==> src/rtl/intEntryPkg.sv <==
package intEntryPkg;
  localparam int PUSH_STEPS  = 6;   // three words, two bytes each
  localparam int READ_STEPS  = 4;   // IP word then CS word
  localparam int TOTAL_STEPS = PUSH_STEPS + READ_STEPS;
  localparam int STEP_W      = $clog2(TOTAL_STEPS);

  typedef enum logic [1:0] {
    SEQ_IDLE = 2'd0,
    SEQ_RUN  = 2'd1,
    SEQ_DONE = 2'd2
  } seqState_t;

  // strobes from control to datapath
  typedef struct packed {
    logic              capture;   // latch inputs at acceptance
    logic              isWrite;   // current step is a stack push byte
    logic              loadByte;  // read byte is being acknowledged
    logic [STEP_W-1:0] step;      // byte step index
  } ctlStrb_t;
endpackage

==> src/rtl/intEntryCtl.sv <==
module intEntryCtl
  import intEntryPkg::*;
#(
  parameter int VEC_W    = 8,
  parameter int BYPASS_A = 0,
  parameter int BYPASS_B = 2
) (
  input  logic             clk,
  input  logic             rstN,
  input  logic             irqPend,
  input  logic [VEC_W-1:0] irqVec,
  input  logic             segOvrPend,
  input  logic             enFlag,
  input  logic             memAck,
  output ctlStrb_t         strb,
  output logic             memReq,
  output logic             doneStb
);
  localparam logic [STEP_W-1:0] LAST_STEP = STEP_W'(TOTAL_STEPS - 1);
  localparam logic [STEP_W-1:0] FIRST_RD  = STEP_W'(PUSH_STEPS);

  seqState_t         state;
  logic [STEP_W-1:0] stepQ;
  logic              unmaskable;
  logic              accept;

  assign unmaskable = (irqVec == VEC_W'(BYPASS_A)) || (irqVec == VEC_W'(BYPASS_B));
  assign accept     = (state == SEQ_IDLE) && irqPend && !segOvrPend && (enFlag || unmaskable);

  always_ff @(posedge clk) begin
    if (!rstN) begin
      state <= SEQ_IDLE;
      stepQ <= '0;
    end else begin
      unique case (state)
        SEQ_IDLE: if (accept) begin
          state <= SEQ_RUN;
          stepQ <= '0;
        end
        SEQ_RUN: if (memAck) begin
          if (stepQ == LAST_STEP) state <= SEQ_DONE;
          else stepQ <= stepQ + 1'b1;
        end
        default: state <= SEQ_IDLE;
      endcase
    end
  end

  always_comb begin
    strb.capture  = accept;
    strb.isWrite  = (stepQ < FIRST_RD);
    strb.step     = stepQ;
    strb.loadByte = (state == SEQ_RUN) && memAck && (stepQ >= FIRST_RD);
    memReq        = (state == SEQ_RUN);
    doneStb       = (state == SEQ_DONE);
  end
endmodule

==> src/rtl/intEntryPath.sv <==
module intEntryPath
  import intEntryPkg::*;
#(
  parameter int VEC_W     = 8,
  parameter int WORD_W    = 16,
  parameter int ADDR_W    = 20,
  parameter int SEG_SHIFT = 4,
  parameter int IF_BIT    = 9,
  parameter int TF_BIT    = 8
) (
  input  logic              clk,
  input  logic              rstN,
  input  ctlStrb_t          strb,
  input  logic [VEC_W-1:0]  irqVec,
  input  logic              segOvrPend,
  input  logic              repPrefixPend,
  input  logic [WORD_W-1:0] flagsIn,
  input  logic [WORD_W-1:0] csIn,
  input  logic [WORD_W-1:0] ipIn,
  input  logic [WORD_W-1:0] spIn,
  input  logic [WORD_W-1:0] ssIn,
  input  logic [7:0]        memRdata,
  output logic [ADDR_W-1:0] memAddr,
  output logic [7:0]        memWdata,
  output logic [WORD_W-1:0] csOut,
  output logic [WORD_W-1:0] ipOut,
  output logic [WORD_W-1:0] spOut,
  output logic [WORD_W-1:0] flagsOut
);
  localparam int                FULL_W    = WORD_W + SEG_SHIFT + 1;
  localparam logic [WORD_W-1:0] CLR_MASK  = WORD_W'((1 << IF_BIT) | (1 << TF_BIT));
  localparam logic [WORD_W-1:0] PUSH_SPAN = WORD_W'(PUSH_STEPS);

  logic [WORD_W-1:0] flagsQ, csQ, ipSaveQ, spQ, ssQ, flagsOutQ, spOutQ;
  logic [VEC_W-1:0]  vecQ;
  logic [7:0]        rdByte [READ_STEPS];

  // captured state at acceptance
  always_ff @(posedge clk) begin
    if (!rstN) begin
      flagsQ    <= '0;
      csQ       <= '0;
      ipSaveQ   <= '0;
      spQ       <= '0;
      ssQ       <= '0;
      vecQ      <= '0;
      flagsOutQ <= '0;
      spOutQ    <= '0;
    end else if (strb.capture) begin
      flagsQ    <= flagsIn;
      csQ       <= csIn;
      ipSaveQ   <= ipIn - WORD_W'(segOvrPend | repPrefixPend);
      spQ       <= spIn;
      ssQ       <= ssIn;
      vecQ      <= irqVec;
      flagsOutQ <= flagsIn & ~CLR_MASK;
      spOutQ    <= spIn - PUSH_SPAN;
    end
  end

  // stack address and write byte
  logic [2:0]        wordIdx;
  logic              byteSel;
  logic [WORD_W-1:0] pushOff;
  logic [WORD_W-1:0] wordSel;
  logic [FULL_W-1:0] physSum;
  logic [ADDR_W-1:0] stackAddr;
  logic [ADDR_W-1:0] tblAddr;
  logic [1:0]        rdIdx;

  assign wordIdx = strb.step[3:1];
  assign byteSel = strb.step[0];
  assign pushOff = spQ - {{(WORD_W-4){1'b0}}, wordIdx, 1'b0} - WORD_W'(2) + WORD_W'(byteSel);
  assign physSum = FULL_W'({ssQ, {SEG_SHIFT{1'b0}}}) + FULL_W'(pushOff);
  assign stackAddr = physSum[ADDR_W-1:0];
  assign rdIdx   = 2'(strb.step - STEP_W'(PUSH_STEPS));
  assign tblAddr = ADDR_W'({vecQ, rdIdx});

  always_comb begin
    unique case (wordIdx)
      3'd0:    wordSel = flagsQ;
      3'd1:    wordSel = csQ;
      default: wordSel = ipSaveQ;
    endcase
    memWdata = byteSel ? wordSel[15:8] : wordSel[7:0];
    memAddr  = strb.isWrite ? stackAddr : tblAddr;
  end

  // vector-table byte registers
  for (genvar b = 0; b < READ_STEPS; b++) begin : gRdByte
    always_ff @(posedge clk) begin
      if (!rstN) rdByte[b] <= '0;
      else if (strb.loadByte && (rdIdx == 2'(b))) rdByte[b] <= memRdata;
    end
  end

  assign ipOut    = {rdByte[1], rdByte[0]};
  assign csOut    = {rdByte[3], rdByte[2]};
  assign spOut    = spOutQ;
  assign flagsOut = flagsOutQ;
endmodule

==> src/rtl/intEntrySeq.sv <==
module intEntrySeq
  import intEntryPkg::*;
#(
  parameter int VEC_W     = 8,
  parameter int WORD_W    = 16,
  parameter int ADDR_W    = 20,
  parameter int SEG_SHIFT = 4,
  parameter int IF_BIT    = 9,
  parameter int TF_BIT    = 8,
  parameter int BYPASS_A  = 0,
  parameter int BYPASS_B  = 2
) (
  input  logic              clk,
  input  logic              rstN,
  input  logic              irqPend,
  input  logic [VEC_W-1:0]  irqVec,
  input  logic              segOvrPend,
  input  logic              repPrefixPend,
  input  logic [WORD_W-1:0] flagsIn,
  input  logic [WORD_W-1:0] csIn,
  input  logic [WORD_W-1:0] ipIn,
  input  logic [WORD_W-1:0] spIn,
  input  logic [WORD_W-1:0] ssIn,
  output logic              memReq,
  output logic              memWe,
  output logic [ADDR_W-1:0] memAddr,
  output logic [7:0]        memWdata,
  input  logic [7:0]        memRdata,
  input  logic              memAck,
  output logic [WORD_W-1:0] csOut,
  output logic [WORD_W-1:0] ipOut,
  output logic [WORD_W-1:0] spOut,
  output logic [WORD_W-1:0] flagsOut,
  output logic              doneStb
);
  ctlStrb_t strb;

  intEntryCtl #(.VEC_W(VEC_W), .BYPASS_A(BYPASS_A), .BYPASS_B(BYPASS_B)) uCtl (
    .clk(clk), .rstN(rstN), .irqPend(irqPend), .irqVec(irqVec),
    .segOvrPend(segOvrPend), .enFlag(flagsIn[IF_BIT]), .memAck(memAck),
    .strb(strb), .memReq(memReq), .doneStb(doneStb)
  );

  intEntryPath #(.VEC_W(VEC_W), .WORD_W(WORD_W), .ADDR_W(ADDR_W),
                 .SEG_SHIFT(SEG_SHIFT), .IF_BIT(IF_BIT), .TF_BIT(TF_BIT)) uPath (
    .clk(clk), .rstN(rstN), .strb(strb), .irqVec(irqVec),
    .segOvrPend(segOvrPend), .repPrefixPend(repPrefixPend),
    .flagsIn(flagsIn), .csIn(csIn), .ipIn(ipIn), .spIn(spIn), .ssIn(ssIn),
    .memRdata(memRdata), .memAddr(memAddr), .memWdata(memWdata),
    .csOut(csOut), .ipOut(ipOut), .spOut(spOut), .flagsOut(flagsOut)
  );

  assign memWe = memReq & strb.isWrite;
endmodule

==> config.mk <==
export PLATFORM = sky130hd
export DESIGN_NAME = intEntrySeq
export DESIGN_NICKNAME = d
export VERILOG_FILES = /design/src/rtl/intEntryPkg.sv /design/src/rtl/intEntryCtl.sv /design/src/rtl/intEntryPath.sv /design/src/rtl/intEntrySeq.sv
export SDC_FILE = /design/constraint.sdc
export NUM_CORES = 1
export LEC_CHECK = 0
export ABC_AREA = 1
export BUFFER_PORTS_ARGS = -buffer_cell sky130_fd_sc_hd__buf_2
export CAP_MARGIN = 10
export CORE_MARGIN = 5
export CORE_UTILIZATION = 23
export DETAILED_ROUTE_END_ITERATION = 6
export HOLD_SLACK_MARGIN = 0.1
export SLEW_MARGIN = 20
export SYNTH_ARGS = -nofsm -noshare
export SYNTH_HDL_FRONTEND = slang
export SYNTH_SLANG_ARGS = --single-unit
==> constraint.sdc <==
create_clock -name clk -period 3.1 [get_ports clk]
set_input_delay 0.465 -clock clk [delete_from_list [all_inputs] [get_ports clk]]
set_output_delay 0.465 -clock clk [all_outputs]
set_load 0.01 [all_outputs]
==> results of run 1 <==
[path summary, 6_finish.rpt]
kind	from	end	slack, ps	depth (start not counted)
worst max-delay path	uPath.spQ[3]	memAddr[9]	-550	17
worst min-delay path	flagsIn[5]	uPath.flagsQ[5]	280	3
worst max register to register	uCtl.stepQ[0]	uPath.rdByte[1][8]	890	9
worst min register to register	uPath.csQ[14]	uPath.csQ[14]	460	2
[cell usage after synthesis, drive strengths merged (7+ instances only)]
library cell	instances	share of area, %
nand2	355	17
nor2	144	7.0
inv	110	5.2
dfxtp	109	27
a21oi	106	7.1
nand3	66	4.5
buf	45	3.7
o21ai	42	2.7
edfxtp	32	12
ha	29	4.6
xor2	21	2.3
clkbuf	17	0.80
xnor2	10	1.1
nand3b	8	0.91
nor3	8	0.50
nand4	7	0.55
[sequential cells by signal (all words and copies together), names as in the netlist]
signal,cells
uPath.vecQ,8
uPath.spOut,15
uPath.flagsQ,16
uPath.ssQ,16
uCtl.state,2
uPath.ipSaveQ,16
uCtl.stepQ,4
uPath.spQ,16
uPath.rdByte,32
uPath.csQ,16
[layout make-up]
cell class / count / share of cell area [%]
Inverter: 110 / 3.91
Tap cell: 455 / 5.36
Clock inverter: 10 / 0.612
Timing Repair Buffer: 242 / 12.9
Multi-Input combinational cell: 824 / 43.1
Sequential cell: 141 / 29.6
Clock buffer: 22 / 4.47
[timing repair]
item                       4_1_cts  5_1_grt
setup endpoints to repair       15       15
hold buffers                     0        0
resized for setup               67       56
buffers inserted                 5        5
pin swaps                       34       33
[stage by stage]
step	setup slack, ps	TNS [ps]	std cells
floorplan	10.9	0	1137
global placement	-220	-2010	1764
detailed placement	-262	-2480	1764
CTS	-573	-6760	1800
global route	-778	-9780	1804
finish	-549	-6460	1804
[per-layer routing]
| metal | GRT usage (%) | share of wire (%) | up-vias | wire [µm] |
|---|---|---|---|---|
| met5 | 0 | 0.026 | - | 7 |
| met4 | 4.34 | 1.9 | 2 | 523 |
| met3 | 3.42 | 6.4 | 35 | 1740 |
| met2 | 20.5 | 44 | 247 | 11900 |
| met1 | 19.2 | 48 | 3644 | 13000 |
| li1 | - | - | 4001 | - |
[worst max-delay path, delay by kind of cell (launching register included)]
family,cells,cell delay (ps)
buf+inv,3,210
flops,1,330
fa+ha+maj,3,820
xor+xnor,1,160
compound gates,1,120
simple gates,9,1150
[power by group]
part / total, µW / internal (µW) / switching, µW
Sequential: 2000 / 1950 / 49.9
Clock: 1890 / 1090 / 802
Combinational: 1550 / 660 / 893
[cells by family after synthesis]
group | after synthesis
and+or+nand+nor | 596
AOI/OAI and AO/OA | 165
xor gates and xnor gates | 31
other | 1
buffers and inverters | 172
adders and majority gates | 30
DFF | 141
==> results by stage, run 1 <==
Status:
- The run finished, with violations left.
- The final reports fail on negative setup slack.

STA:
- The slew at the pin closest to its max-slew limit is 719 ps.
- The count of pins over their slew limit was 0.
- Setup slack on the critical path of the routed design comes to -549 ps.
- The number of setup violations in the final report is 15.
- The total count of hold-check failures in the final report is 0.
- Of the available clock period, the critical path in the final layout requires 118%.
- The shortest period the worst path allows is between 3000 and 4000 ps.
- Setup repair after global routing could not meet its margin everywhere.
- For the final database, setup skew stands at between 10 and 15 ps.
- Final hold analysis gives a worst-case slack of 283 ps.
- The achievable frequency is 274 MHz.
- The worst slew margin relative to its limit is 52.0%.

Logic synthesis:
- Summing the areas of all and, or, nand and nor instances in the mapped netlist gives between 30% and 40% of the synthesized area.
- Measured against the total synthesized area, the mux share comes to 0%.
- The adder-cell area share of the yosys netlist is 4.80%.
- Synthesis produced a netlist whose cell count is 1136.
- Counting flops with a built-in enable in the synthesized netlist gives 32.
- The total of warnings raised by yosys is 0.
- For this run, asynchronously set or reset flops after synthesis account for 0%.
- The xor/xnor share of the synthesized area is around 3.4%.
- After synthesis the cells add up to about 8000 µm².
- The synthesized netlist contains 40 unique library cells.
- The largest family of logic cells by synthesized area is simple AND/OR/NAND/NOR gates.
- The synthesized netlist devotes a little under an eighth of its cell area to compound gates.
- Among all flip-flop cells after synthesis, the most frequent one is dfxtp_1.
- Sequential cells were found to cover about 39% of the synthesized design area.
- The total of flip-flops plus latches after synthesis is between 100 and 150.
- After synthesis, the mean cell area works out to about 7 µm².

Worst setup path:
- The standard cell with the maximum stage delay on the critical path is dfxtp_2.
- The worst setup path is captured at an output pin.
- At the worst endpoint, the arrival time is approximately 3200 ps.
- Walking the worst path, the cells encountered are inv_2 > ha_4 > inv_2 > ha_4 > nand2_2 > o21ai_2 > nand2_1 > nand2_2 > xor2_1 > ha_1 > or2_4 > nand3b_1 > nand2_2 > or2_2 > nand3_1 > nand2_1 > buf_2.
- The startpoint-to-endpoint class of the critical path is reg -> out.
- Along the worst path, the maximum fanout reaches 4.
- The maximum single-stage delay on the critical path is around 330 ps.
- STA classifies the critical path startpoint as a register.
- The most numerous cell type found on the critical path is nand2_2.
- The data required time at the worst endpoint is around 2600 ps.

Floorplan:
- The number of core rows is 68.
- In this run the vertical extent of the chip is approximately 200 µm.
- The total core area is about 34000 µm².
- The die outline width is about 200 µm.
- For this configuration, the core starts out at a cell density of between 20% and 30%.
- The I/O pin count is 197.
- The area of the die is ~38000 µm².

Detailed routing:
- The number of detailed-routing iterations run before antenna repair is 7.
- The detailed router's first-iteration violation count is roughly 450.
- Dividing the detail-routed via count by the number of cells gives approximately 4.4.
- The remaining routing DRC violations is 0.
- The wire length per cell after detailed routing is about 15 µm.
- The post-detailed-route count of antenna-violating nets is 0.
- Summed over all layers, the routed wires come to 27100 µm.
- The count of vias placed by the detailed router is around 7900.

Global routing:
- The total track usage is a little over an eighth.
- The first global-routing pass estimated ~42000 µm of wire.
- Summed over all layers, the global routing overflow is 0.
- The via count of the first global-routing pass is about 7600.
- The maximum number of pins on one net before global-route repair is 55.
- The initial antenna violation count came to 1.

Pwr:
- Power spread over the standard cell area amounts to a little over 500 nW/µm².
- The static leakage is 0.00474 µW.
- The post-route total power is roughly 5400 µW.
- The maximum ir drop on the vdd rail is roughly 350 µV.

Finish:
- The area added between synthesis and finish is 33.3%.
- With fillers left out, the area of the finished cells amounts to ~11000 µm².
- Leaving out fill and tap cells, the most frequent cell in the layout is nand2_1.
- The multi-input combinational cell area is about 4600 µm².
- The library cells used most frequently in the layout, excluding fill and tap cells, are 306 x nand2_1, 193 x buf_2, 135 x nor2_1, 106 x dfxtp_1, 93 x inv_1.
- In the final layout, flip-flops and latches occupy approximately 3100 µm².
- The net count reported at finish is 1468.
- After filler insertion, the fill cell instance count of the layout stands at between 3000 and 4000.
- The final standard cell utilization of the core is between 30% and 40%.
- The antenna diode count is 0.
- In the final layout, the share of cells above drive strength 1 is around 31%.

Place:
- Summed over all nets, the half-perimeter wirelength after detailed placement is 20700 µm.
- After detailed placement, the total cell area comes to roughly 9500 µm².
- Input and output buffers added on the ports amount to roughly 190.
- The routability congestion estimate is roughly 0.89.

Clock tree:
- The clock sink total is 141.
- The latest clock arrival within the worst-skew pair is ~430 ps.
- The level count of the clock H-tree is 4.
- TritonCTS built the clock tree.
- After clock tree synthesis, the clock-pin slew on the worst setup and hold paths is 70 ps.
- Clock tree synthesis selected as its root buffer the cell clkbuf_16.
- TritonCTS created 17 clock buffers.
- The deepest clock path buffer count is 2.

Flow run:
- The tool flagged a number of max-cap violations equal to 0.

Worst hold path:
- The worst hold-check path type is in -> reg.
No activity file was read; power rests on OpenSTA's default activity.
==> inputs of run 2 (changes only) <==
- CORE_UTILIZATION: 23 -> 40
- PLACE_DENSITY: unset -> 0.65
==> run 2 against run 1 <==
Net effect:
- the flow still finishes with violations (negative setup slack)
- global-route usage rose by 6.8 points
- wire length shrank 12%
- combinational power decreased by 5%
- clock power grew 16%
==> results by stage, run 2 (synthesis gave the netlist of run 1 again) <==
Worst setup path:
- The data required time at the worst endpoint is between 2000 and 3000 ps.
- For this design, the slowest cell found on the critical path is dfxtp_2.
- The maximum single-stage delay on the critical path is ~330 ps.
- The capturing element type of the critical path is an output pin.
- The data arrival time of the critical path is about 3200 ps.
- The critical path launch point type is a register.
- Traced cell by cell, the critical path runs through inv_2 > ha_4 > inv_2 > ha_4 > a21oi_2 > o21ai_2 > nand2_1 > nand2_2 > nor2_2 > xor2_1 > ha_1 > nand2_1 > nand2_2 > a21oi_2 > nand2_2 > buf_4 > buf_6 > a21oi_2 > buf_2.
- The critical path is of the reg -> out type.
- Of all nets on the critical path, the largest fanout is 4.

Clock tree:
- The clock sink total is roughly 140.
- The level count of the clock H-tree is 4.
- The TritonCTS clock tree is built.
- Clock latency on the worst-skew pair, taken at its later pin, is 420 ps.
- The deepest clock path buffer count is 2.
- After clock tree synthesis, the clock-pin slew on the worst setup and hold paths is roughly 60 ps.
- CTS placed an instance of clkbuf_16 at the clock tree root.
- The CTS buffer count is 17.

Place:
- Buffers placed on the I/O ports in this run total roughly 190.
- The routability congestion estimate is approximately 0.9.
- After legalization and detailed placement, the total HPWL measured about 17000 µm.
- At the placement stage, the worst setup path has a slack of -309 ps.
- Summing all placed instances gives a cell area of just over 9000 µm².

Finish:
- Summing all non-filler instances in the final layout gives an area of roughly 10000 µm².
- The most common library cell in the layout ignoring fill and taps is nand2_1.
- The register with the most flip-flops in the layout has 32 of them.
- The share of final-layout standard cells stronger than drive strength 1 is a little under a third.
- Relative to the synthesized area, the layout overhead comes to 30.9%.
- Leaving out fill and tap cells, the most frequent cells in the layout are 305 x nand2_1, 193 x buf_2, 134 x nor2_1, 106 x dfxtp_1, 94 x inv_1.
- The filler cells instantiated in the layout total 1951.
- The final layout contains between 1000 and 1500 nets.
- The register with the most flip-flops in the final layout is uPath.rdByte.

STA:
- The shortest period the worst path allows is about 3600 ps.
- Derived from the worst setup path, the maximum achievable clock frequency is roughly 270 MHz.
- Setup repair after global routing could not meet its margin everywhere.
- The total count of hold-check failures in the final report came to 0.
- Headroom to the max-slew limit came out at 59.9%.
- The worst-case setup margin in the final layout is -546 ps.
- The clock tree skew after final layout is between 8 and 9 ps.
- For the final routed database, the setup TNS stands at -6670 ps.
- At the pin with the least slew margin, the transition time is 601 ps.
- The number of setup violations in the final report is 15.
- The final critical path takes up 118% of the cycle.
- The count of pins over their slew limit is 0.

Global routing:
- The total track usage is between 20% and 30%.
- The first global-routing pass estimated 37100 µm of wire.
- The via count of the first global-routing pass is between 7000 and 8000.
- The remaining global-route overflow is 0.
- Entering global routing, the biggest net connects slightly above 60 pins.
- The initial antenna violation count was 1.

Flow run:
- The count of maximum capacitance violations is 0.

Detailed routing:
- The via density per instance is between 4 and 5.
- The pre-antenna-repair detailed-routing pass consisted of 4 iterations.
- In the final routed layout, each cell accounts on average for 14.8 µm.
- The first routing iteration left between 400 and 500 violations.
- The remaining routing DRC violations is 0.
- Once detail routing completed, the nets flagged for antenna violations numbered 0.
- The detailed-route wire length is 23800 µm.
- The count of vias placed by the detailed router is about 7900.

Floorplan:
- The number of core rows is 51.
- The initial utilization of the core area, before any placement, comes to between 40% and 50%.
- The chip height is ~150 µm.
- The total core area is around 20000 µm².
- roughly 200 I/O pins were placed.
- The die is 151 µm wide.
- The die covers 22900 µm².

Pwr:
- IR analysis of the VDD net gives a maximum drop of between 300 and 400 µV.
- Dividing total power by cell area gives a power density of 544 nW/µm².
- Summed over all cells, the static leakage comes to 0.00474 µW.

Worst hold path:
- The worst hold-check path type is in -> reg.

Status:
- The run finished, with violations left.
- The checks that failed: negative setup slack.
## run 2: worst max-delay path, delay by kind of cell, from the launching register on
family | cells | cell delay, ps
simple gates | 6 | 560
buf+inv | 5 | 460
compound gates | 4 | 430
fa+ha+maj | 3 | 800
xor+xnor | 1 | 190
flops | 1 | 330
## run 2: what timing repair did
action,CTS,global route
setup buffers,4,3
hold buffers,0,0
hold endpoints to repair,0,0
gates resized for setup,78,38
pin swaps,48,33
cloned,0,0
setup endpoints to repair,15,15
## run 2: layer usage
metal / part of all wire (%) / GRT usage [%] / wire (µm) / vias to the layer above
li1: - / - / - / 4014
met1: 47 / 29.6 / 11200 / 3573
met2: 44 / 30.6 / 10500 / 261
met3: 7.1 / 4.58 / 1690 / 26
met4: 1.7 / 6.03 / 413 / 0
met5: 0 / 0 / 0 / -
## run 2: power by group
group / leakage (µW) / switching, µW / internal, µW
clock: 0.000312 / 844 / 1360
sequential: 0.00122 / 47.5 / 1950
combinational: 0.00321 / 843 / 632
## run 2: worst paths after layout
check                startpoint                  to  slack [ps]  cells after the start
setup / recovery   uPath.spQ[3]         memAddr[11]        -550                     19
hold / removal         csIn[14]       uPath.csQ[14]         290                      3
setup reg to reg  uCtl.stepQ[0]  uPath.rdByte[1][0]         960                      9
hold reg to reg   uPath.vecQ[0]       uPath.vecQ[0]         460                      2
## run 2: final cells by class
type	count	area (µm²)	area share (%)
antenna	1	2.50	0.0240
clock buffer	20	468	4.48
clock inverter	12	170	1.63
inverter	110	415	3.98
multi-input combinational	824	4560	43.7
sequential	141	3150	30.1
tap	265	332	3.18
timing repair buffer	239	1350	12.9
## run 2: stage by stage
stage                     instances  hold slack (ps)  util (%)  power (µW)
final                          1612              289      53.5        5680
after global routing           1612              279      53.5        5950
after CTS                      1608              273      52.5        5630
after detailed placement       1573              455      47.5        3240
after global placement         1573              445      47.5        3230
after floorplan                1137              430         -        2760
==> inputs of run 3 (changes only) <==
==> constraint.sdc (replaced) <==
create_clock -name clk -period 3.1 [get_ports clk]
set_input_delay 0.93 -clock clk [delete_from_list [all_inputs] [get_ports clk]]
set_output_delay 0.93 -clock clk [all_outputs]
set_load 0.01 [all_outputs]
==> run 3 against run 2 <==
Net effect:
- clock power decreased by 13%
- via count shrank 0.85%
- highest routed layer is now met5
- fmax shrank 12%
- first-iteration DRC count increased by 14%
- sequential share of layout area up 0.083 points
- sequential power barely moved
- die area did not move
- final cell count rose by 1.1%
- sequential cell count did not move
- utilization down 0.083 points
- setup slack worse by 500 ps
- critical path depth is 1 higher
- the run still ends with negative setup slack left
==> results by stage, run 3 (synthesis gave the netlist of run 1 again) <==
Place:
- At the end of routability-driven placement, the weighted congestion stood at 0.895.
- The placement-stage worst setup slack is -629 ps.
- Summed over all nets, the half-perimeter wirelength after detailed placement is between 15000 and 20000 µm.
- The number of buffers inserted by port buffering is 194.

Floorplan:
- The die is 151 µm wide.
- The initial utilization of the core area, before any placement, comes to about two fifths.
- The initialized floorplan defines 51 standard-cell rows.
- In this run the standard cell core region covers 19500 µm².
- The area of the die is approximately 23000 µm².
- The chip height is between 150 and 200 µm.
- The I/O pin count is a little under 200.

Detailed routing:
- The met1 layer wirelength in the final routing is around 11000 µm.
- For this run, design rule violations remaining after detail routing come to 0.
- The wire length per cell after detailed routing is roughly 15 µm.
- The first detailed-routing pass ran for 5 iterations.
- Wires add up to about 24000 µm.
- The post-detailed-route count of antenna-violating nets is 0.
- After detailed routing, the met3 layer carries approximately 1500 µm of wire.
- For this block, the initial DRC count from the detailed router was ~470.
- The count of vias placed by the detailed router is about 7800.
- The via density per instance is around 4.8.
- The top layer used by detailed routing is met5.
- After detailed routing, the met2 layer carries roughly 10000 µm of wire.

Global routing:
- The via count of the first global-routing pass is 7240.
- The initial antenna violation count was 2.
- Entering global routing, the biggest net connects 41 pins.
- The total track usage is ~20%.
- Global routing finished with a remaining overflow of 0.
- The first-pass GRT wire length is 36400 µm.

Clock tree:
- The CTS buffer count is 17.
- In this run the deepest clock path goes through 2 buffers.
- The level count of the clock H-tree is 4.
- After clock tree synthesis, the clock-pin slew on the worst setup and hold paths is about 60 ps.
- The number of hold buffers added after cts is 0.
- The clock sink total is 141.
- TritonCTS built the clock tree.
- The cell sitting at the root of the clock tree is a clkbuf_16.
- The latest clock arrival within the worst-skew pair is approximately 430 ps.

STA:
- The count of pins over their slew limit is 0.
- The setup TNS is -14400 ps.
- At the pin with the least slew margin, the transition time is roughly 700 ps.
- After layout, the worst path uses 134% of the clock period.
- Headroom to the max-slew limit came out at a little over half.
- The total count of hold-check failures in the final report is 0.
- The achievable frequency is approximately 240 MHz.
- On the final layout, the worst hold slack is between 400 and 500 ps.
- The clock tree skew after final layout is just under 6 ps.
- The number of setup violations in the final report is 16.
- The shortest period the worst path allows is between 4000 and 5000 ps.
- Setup repair after global routing could not meet its margin everywhere.
- The worst-case setup margin in the final layout is -1040 ps.

Worst setup path:
- STA classifies the critical path endpoint as an output pin.
- The worst setup path is launched from a register.
- The startpoint-to-endpoint class of the critical path is reg -> out.
- The start of the worst register-to-register path is uCtl.stepQ[0].
- The data arrival time of the critical path is roughly 3200 ps.
- In this run the worst path has a maximum fanout of 4.
- The length in cells of the worst reg-to-reg path is 9.
- The data required time at the worst endpoint is approximately 2200 ps.
- The origin of the worst setup path is uPath.spQ[3].

Finish:
- The number of flip-flops in the largest register is 32.
- After the last flow step, the layout net total stands at 1482.
- The most common library cell in the layout ignoring fill and taps is nand2_1.
- The share of final-layout standard cells stronger than drive strength 1 is 30.0%.
- The final standard cell utilization of the core is 53.4%.
- The area added between synthesis and finish is 30.7%.
- The register with the most flip-flops is uPath.rdByte.
- In the layout the commonest cells are 319 x nand2_1, 193 x buf_2, 128 x nor2_1, 105 x dfxtp_1, 101 x inv_1.

Flow run:
- Max-cap violations in this run came to 0.

Worst hold path:
- The worst hold path begins at uPath.vecQ[4].
- The min-delay analysis places its worst path in the category reg -> reg.
- The cell count of the worst hold path is 2.

Status:
- The run finished, with violations left.
- The final reports fail on negative setup slack.

Pwr:
- In this run the power density over the cells is 512 nW/µm².
- The maximum ir drop on the vdd rail is 398 µV.
- Summed over all cells, the static leakage comes to 0.00477 µW.
## run 3: cell types whose count changed in the layout (fill, tap and decap cells not counted), sizes merged
cell | before | now
clkinv | 1 | 4
clkbuf | 20 | 17
bufinv | 3 | 0
clkinvlp | 1 | 5
inv | 117 | 116
buf | 239 | 256
## run 3: timing repair
item	4_1_cts	5_1_grt
setup buffers	1	6
pin swaps	12	11
resized for setup	26	38
setup endpoints to repair	20	25
## run 3: worst max-delay path: stages (launching register included)
cell and delay, ps:
dfxtp_2 330, inv_2 40, ha_4 250, inv_2 40, ha_4 230, a21oi_4 150, o21ai_4 80, buf_4 150
xor2_2 140, ha_2 180, fa_2 370, nand2_2 120, nand2_1 70, nand3b_1 110, nand2_2 80, nand2_1 80
nand2_2 50, nand2_1 50, nand2_1 50, nor2_2 90, buf_2 130
## run 3: area by class of cell
| type | count | area [µm²] |
|---|---|---|
| clock inverter | 15 | 133 |
| multi-input combinational | 824 | 4450 |
| timing repair buffer | 256 | 1520 |
| sequential | 141 | 3150 |
| tap | 265 | 332 |
| clock buffer | 17 | 425 |
| fill | 1908 | 9100 |
| antenna | 1 | 2.50 |
| inverter | 110 | 413 |
## run 3: final timing paths
kind	end	slack (ps)
worst max-delay path	memAddr[14]	-1040
worst min-delay path	uPath.vecQ[4]	460
worst max register to register	uPath.rdByte[1][10]	930
worst min register to register	uPath.vecQ[4]	460
## run 3: metrics by stage
step / cell area, µm² / std cells / total power (µW)
6_report: 10400 / 1629 / 5330
5_1_grt: 10400 / 1629 / 5610
4_1_cts: 10200 / 1622 / 5270
3_5_place_dp: 9530 / 1589 / 3300
3_3_place_gp: 9530 / 1589 / 3290
2_1_floorplan: 8110 / 1137 / 2800
## run 3: metal layers
metal	up-vias	track usage, %
met2	246	29.8
li1	4036	-
met5	-	0
met4	2	6.98
met1	3485	28.7
met3	38	4.43
## run 3: power by group
part / total, µW / switching [µW] / internal (µW)
registers: 1990 / 43.2 / 1950
clock network: 1920 / 870 / 1050
logic: 1430 / 809 / 617
